==> config.mk <==
export PLATFORM = sky130hd
export DESIGN_NAME = pin_change_det
export DESIGN_NICKNAME = d
export VERILOG_FILES = /design/src/rtl/pin_change_pkg.sv /design/src/rtl/pin_change_dp.sv /design/src/rtl/pin_change_ctl.sv /design/src/rtl/pin_change_det.sv
export SDC_FILE = /design/constraint.sdc
export NUM_CORES = 1
export LEC_CHECK = 0
export BUFFER_PORTS_ARGS = -buffer_cell sky130_fd_sc_hd__clkbuf_2
export CORE_AREA = 2 2 39 41
export CTS_CLUSTER_DIAMETER = 40
export DETAILED_ROUTE_END_ITERATION = 10
export DIE_AREA = 0 0 41 43
export GPL_ROUTABILITY_DRIVEN = 0
export SLEW_MARGIN = 40
export SYNTH_ARGS = -nofsm -noshare
export SYNTH_HDL_FRONTEND = slang
export SYNTH_SLANG_ARGS = --single-unit
==> constraint.sdc <==
create_clock -name clk -period 1.1 [get_ports clk]
set_clock_uncertainty 0.1 [all_clocks]
set_input_delay 0.11 -clock clk [delete_from_list [all_inputs] [get_ports clk]]
set_output_delay 0.11 -clock clk [all_outputs]
set_load 0.1 [all_outputs]
==> src/rtl/pin_change_pkg.sv <==
package pin_change_pkg;
  typedef struct packed {
    logic refLoad;
    logic flagSet;
    logic flagDrop;
  } chgCtl_t;
endpackage

==> src/rtl/pin_change_dp.sv <==
module pin_change_dp
  import pin_change_pkg::*;
#(
  parameter int WATCH_W = 4
) (
  input  logic               clk,
  input  logic               rstN,
  input  logic [WATCH_W-1:0] padIn,
  input  logic [WATCH_W-1:0] dirIn,
  input  chgCtl_t            ctl,
  output logic               anyMismatch,
  output logic               flagQ
);
  logic [WATCH_W-1:0] refBits;
  logic [WATCH_W-1:0] pinDiff;

  genvar g;
  generate
    for (g = 0; g < WATCH_W; g++) begin : g_pin
      // an output-direction pin never contributes
      assign pinDiff[g] = dirIn[g] & (padIn[g] ^ refBits[g]);
    end
  endgenerate

  assign anyMismatch = |pinDiff;

  always_ff @(posedge clk) begin
    if (!rstN) begin
      refBits <= padIn;
      flagQ   <= 1'b0;
    end else begin
      if (ctl.refLoad) refBits <= padIn;
      if (ctl.flagSet)       flagQ <= 1'b1;
      else if (ctl.flagDrop) flagQ <= 1'b0;
    end
  end
endmodule

==> src/rtl/pin_change_ctl.sv <==
module pin_change_ctl
  import pin_change_pkg::*;
(
  input  logic    portAccess,
  input  logic    flagClear,
  input  logic    anyMismatch,
  output chgCtl_t ctl
);
  always_comb begin
    ctl.refLoad  = portAccess;
    ctl.flagSet  = anyMismatch;
    // a pending set overrides a software clear in the same cycle
    ctl.flagDrop = flagClear & ~anyMismatch;
  end
endmodule

==> src/rtl/pin_change_det.sv <==
module pin_change_det
  import pin_change_pkg::*;
#(
  parameter int PORT_W   = 8,
  parameter int WATCH_LO = 4,
  localparam int WATCH_W = PORT_W - WATCH_LO
) (
  input  logic               clk,
  input  logic               rstN,
  input  logic [WATCH_W-1:0] padIn,
  input  logic [WATCH_W-1:0] dirIn,
  input  logic               portAccess,
  input  logic               flagClear,
  input  logic               irqEnable,
  output logic               changeFlag,
  output logic               irqReq,
  output logic               wakeReq
);
  chgCtl_t ctl;
  logic    anyMismatch;

  pin_change_ctl u_ctl (
    .portAccess (portAccess),
    .flagClear  (flagClear),
    .anyMismatch(anyMismatch),
    .ctl        (ctl)
  );

  pin_change_dp #(.WATCH_W(WATCH_W)) u_dp (
    .clk        (clk),
    .rstN       (rstN),
    .padIn      (padIn),
    .dirIn      (dirIn),
    .ctl        (ctl),
    .anyMismatch(anyMismatch),
    .flagQ      (changeFlag)
  );

  assign wakeReq = anyMismatch;
  assign irqReq  = changeFlag & irqEnable;
endmodule

== After elaboration in Yosys (flattened, before gate mapping) ==
Index checks and enable logic that the tools add are counted.

* Register bits: 5
* Input port bits: 13

* Muxes and demuxes: 4
* Reduce and logical (&&, ||, !) cells: 2
* Bitwise operators: 11
* Eq/ne operators: 1

{| class="wikitable"
|+ Operators with widths
! kind !! number
|-
| 4-bit two-way mux || 2
|-
| 1-bit bitwise AND || 6
|-
| 4-bit OR reduction || 1
|-
| 1-bit bitwise XOR || 4
|-
| 1-bit two-way mux || 2
|-
| 2-bit by 1-bit inequality test with 1-bit output, second input constant || 1
|-
| 2-bit nonzero test || 1
|-
| 1-bit NOT || 1
|}

== Depth between registers and ports, before layout ==
* Word-level depth: 7
* Mapped depth: 3

== Cells and area by module ==
A second synthesis with hierarchy kept.

* Cells, all modules: 19
* Area total of the unflattened synthesis: 249.0 um^2

{| class="wikitable"
|+ By module, submodules not included
! module !! times used !! area each (um^2) !! cells an instance
|-
| pin_change_dp || 1 || 214.0 || 15
|-
| pin_change_ctl || 1 || 28.8 || 3
|-
| pin_change_det || 1 || 6.3 || 1
|}

== Worst setup path before layout ==
Ideal clock, no wire load.

* Path kind: reg-to-output
* Start point: register u_dp.flagQ
* End point: output port irqReq
* Slack: -0.923 ns
* Cell stages (with the launch flop): 2
* Path buffers: 0
* Data arrival time: 1.813 ns
* Required time: 0.890 ns
* Cell sequence: dfxtp_1 -> and2_1

* Word-level cells in the longest chain between the ends: 1

{| class="wikitable"
|+ Ends and longest elaborated chain
! item !! line !! source
|-
| start, declared || pin_change_dp.sv:12 || <nowiki>output logic flagQ</nowiki>
|-
| start signal, assigned || pin_change_dp.sv:30 || <nowiki>flagQ <= 1'b0;</nowiki>
|-
| start signal, assigned || pin_change_dp.sv:33 || <nowiki>if (ctl.flagSet) flagQ <= 1'b1;</nowiki>
|-
| start signal, assigned || pin_change_dp.sv:34 || <nowiki>else if (ctl.flagDrop) flagQ <= 1'b0;</nowiki>
|-
| 1-bit bitwise AND || pin_change_det.sv:40 || <nowiki>assign irqReq = changeFlag & irqEnable;</nowiki>
|-
| end, declared || pin_change_det.sv:16 || <nowiki>output logic irqReq,</nowiki>
|}

No other way between the ends.

== Worst setup path after layout ==
* Start point: register u_dp.refBits[1]
* End point: output port wakeReq

* Word-level cells in the longest chain between the ends: 3

{| class="wikitable"
|+ Ends and longest elaborated chain
! item !! line !! source
|-
| start, declared || pin_change_dp.sv:14 || <nowiki>logic [WATCH_W-1:0] refBits;</nowiki>
|-
| start signal, assigned || pin_change_dp.sv:29 || <nowiki>refBits <= padIn;</nowiki>
|-
| start signal, assigned || pin_change_dp.sv:32 || <nowiki>if (ctl.refLoad) refBits <= padIn;</nowiki>
|-
| 1-bit bitwise XOR || pin_change_dp.sv:21 || <nowiki>assign pinDiff[g] = dirIn[g] & (padIn[g] ^ refBits[g]);</nowiki>
|-
| 1-bit bitwise AND || pin_change_dp.sv:21 ||
|-
| 4-bit OR reduction || pin_change_dp.sv:25 || <nowiki>assign anyMismatch = |pinDiff;</nowiki>
|-
| end, declared || pin_change_det.sv:17 || <nowiki>output logic wakeReq</nowiki>
|}

No other way between the ends.

==> impl_metrics.yaml <==
drt:
  wl_per_cell_um: 8.915
  drc_errors: 0
  detail-route-antenna-nets: 0
  drt-vias-per-instance: 3.847
  vias: 227
  dr.pass1.iters: 1
  drt_wl_total_um: 526
  drtIter0Drc: 0
logic_synthesis:
  synth-simple-area-share_pct: 10.11
  syn_nets: 30
  syn_area_um2: 222.7
  synthCells: 17
  ys_ff_latch: 5
  syn_area_per_cell_um2: 13.10
  synth.distinct_cells: 9
  yosysWarnings: 0
  synth_compound_gate_area_share_pct: 9.551
  synth_xor_area_share_pct: 15.73
  synth_top_family_by_area: "XOR/XNOR gates"
  yosysSeqAreaShare_pct: 62.92
  synthAdderAreaFrac_pct: 0
  synth_mux_area_share_pct: 0
sta:
  max_slew_margin_pct: 84.65
  tns_ps: -423.3
  final_max_slew_viol_count: 0
  final-hold-violation-count: 0
  timing.final.crit_share_pct: 131.7
  setup_ws_ps: -348.7
  fmax_mhz: 690.3
  worstMarginPinSlew_ps: 230.2
  post-route-min-period_ps: 1449
  rsz0062_at_grt: "yes"
  setup_viol: 2
placement:
  place_ws_ps: -113.5
  placed_area_um2: 394.1
  io_buffers: 15
clock_network:
  cts_buffer_depth: 2
  tritoncts: "yes"
  clk_latency_ps: 240
  htreeDepth: 1
  root_buffer: "clkbuf_4"
  cts.sinks: 5
  clk_pin_slew_ps: 40
  cts_made_buffers: 3
global_route:
  grtUsageMet3_pct: 7.853
  antenna_found_initial: 0
  grt_max_degree: 5
  met1_usage_pct: 5.941
  grt_pass1_wl_um: 821
  grt_pass1_vias: 233
  grt_use_total_pct: 7.490
  grt.met2_usage_pct: 11.88
  grt-busiest-layer: "met2"
  grt.overflow.total: 0
status:
  violations: "negative setup slack"
  status: "finished with violations"
power:
  power.total_uw: 709.5
  p_int_uw: 480.1
  clockPowerShare_pct: 29.0
  pwr-share-seq_pct: 32.9
  power.leakage_nw: 0.2178
  switching_share_pct: 32.33
  powerDensity_mw_per_mm2: 1477
  max-vdd-ir-drop_mv: 0.7298
  combPwrFrac_pct: 38.1
  switchingPower_uw: 229.4
worst_setup_path:
  r2r_setup_slack_ps: -70
  critPathLaunchType: "register"
  crit_fanout: 2
  cp.required_ps: 890
  arrival_ps: 1240
  crit_type: "register to output port"
  cp-end-kind: "output port"
die:
  fp.dieW_um: 41
  fp-row-count: 14
  pin_count: 16
  core_mm2: 0.001384
  die_area_mm2: 0.001763
  initial_core_util_pct: 16.09
  fp.dieH_um: 43
finish:
  drive_gt1_share_pct: 60.47
  diodes: 0
  fin_nets: 57
  synthToLayoutAreaGrowth_pct: 115.7
  stdcell_area_um2: 480.5
  post-route-util_pct: 34.72
  nFillCells: 136
hold_path:
  holdCritPathClass: "input port to register"
flow_run:
  maxCapViolCount: 0
-- path summary, 6_finish.rpt --
check                                  from                       to  cells past startpoint
setup / recovery  u_dp.refBits[1]$_DFFE_PP_                  wakeReq                      4
hold / removal                    flagClear  u_dp.flagQ$_SDFFE_PN0P_                      3
setup reg to reg  u_dp.refBits[1]$_DFFE_PP_  u_dp.flagQ$_SDFFE_PN0P_                      4
hold reg to reg     u_dp.flagQ$_SDFFE_PN0P_  u_dp.flagQ$_SDFFE_PN0P_                      3
-- critical path, cell delays in order, from the launching register on --
cell and delay, ps:
edfxtp_1 370, xor2_1 160, a22oi_2 230, nand2_4 80
buf_12 170
-- flip-flops by register name, indices dropped and copies added, names as in the netlist --
name	flops
u_dp.flagQ	1
u_dp.refBits	4
-- power by group through the flow --
stage          Combinational (mW)  Sequential [mW]  Clock [mW]
3_3_place_gp                0.247            0.240           0
4_1_cts                     0.271            0.234       0.215
3_5_place_dp                0.248            0.240           0
5_1_grt                     0.283            0.235       0.223
2_1_floorplan               0.118            0.269           0
6_report                    0.270            0.234       0.205
-- metrics by stage --
stage | instances | hold slack, ps
floorplan | 17 | 108.9
global placement | 49 | 215.0
detailed placement | 49 | 216.6
CTS | 59 | 41.00
global route | 59 | 40.77
finish | 59 | 42.93
-- timing repair --
action,CTS,global route
hold buffers,5,0
setup endpoints to repair,3,7
hold endpoints to repair,5,0
resized for setup,0,1
setup buffers,1,0
cloned,0,0
-- synth_stat cells --
cell | number | share of area [%]
a22oi_1 | 2 | 6.7
a31oi_1 | 1 | 2.8
and2_1 | 1 | 2.8
dfxtp_1 | 1 | 9.0
edfxtp_1 | 4 | 54
inv_1 | 1 | 1.7
nand2_1 | 1 | 1.7
nand2b_1 | 2 | 5.6
xor2_1 | 4 | 16
-- per-layer routing --
layer	share of wire (%)	vias to the layer above	wire length [um]
met5	0	-	0
li1	-	111	-
met1	31	100	165
met4	0	0	0
met3	19	0	102
met2	49	16	258
-- placed cells by master (no fill, tap or decap), drive strengths merged --
cell type	count
a22oi	2
and2	1
nand2b	2
nand2	1
clkbuf	16
edfxtp	4
xor2	4
buf	5
inv	1
a31oi	1
dlygate4sd3	5
dfxtp	1
-- cells by family (layout without fill, tap and decap cells) --
kind of cell,Yosys count,count (layout)
buffers and inverters,1,27
XOR/XNOR,4,4
flip-flops,5,5
AND/OR/NAND/NOR,4,4
AO/OA/AOI/OAI,3,3
-- layout make-up --
| type | instances | area [um2] | area share [%] |
|---|---|---|---|
| clock buffer | 4 | 26.28 | 5.469 |
| inverter | 1 | 3.754 | 0.7812 |
| multi-input combinational | 11 | 101.3 | 21.09 |
| sequential | 5 | 143.9 | 29.95 |
| tap | 16 | 20.02 | 4.167 |
| timing repair buffer | 22 | 185.2 | 38.54 |
Power figures use the tool's default switching activity.
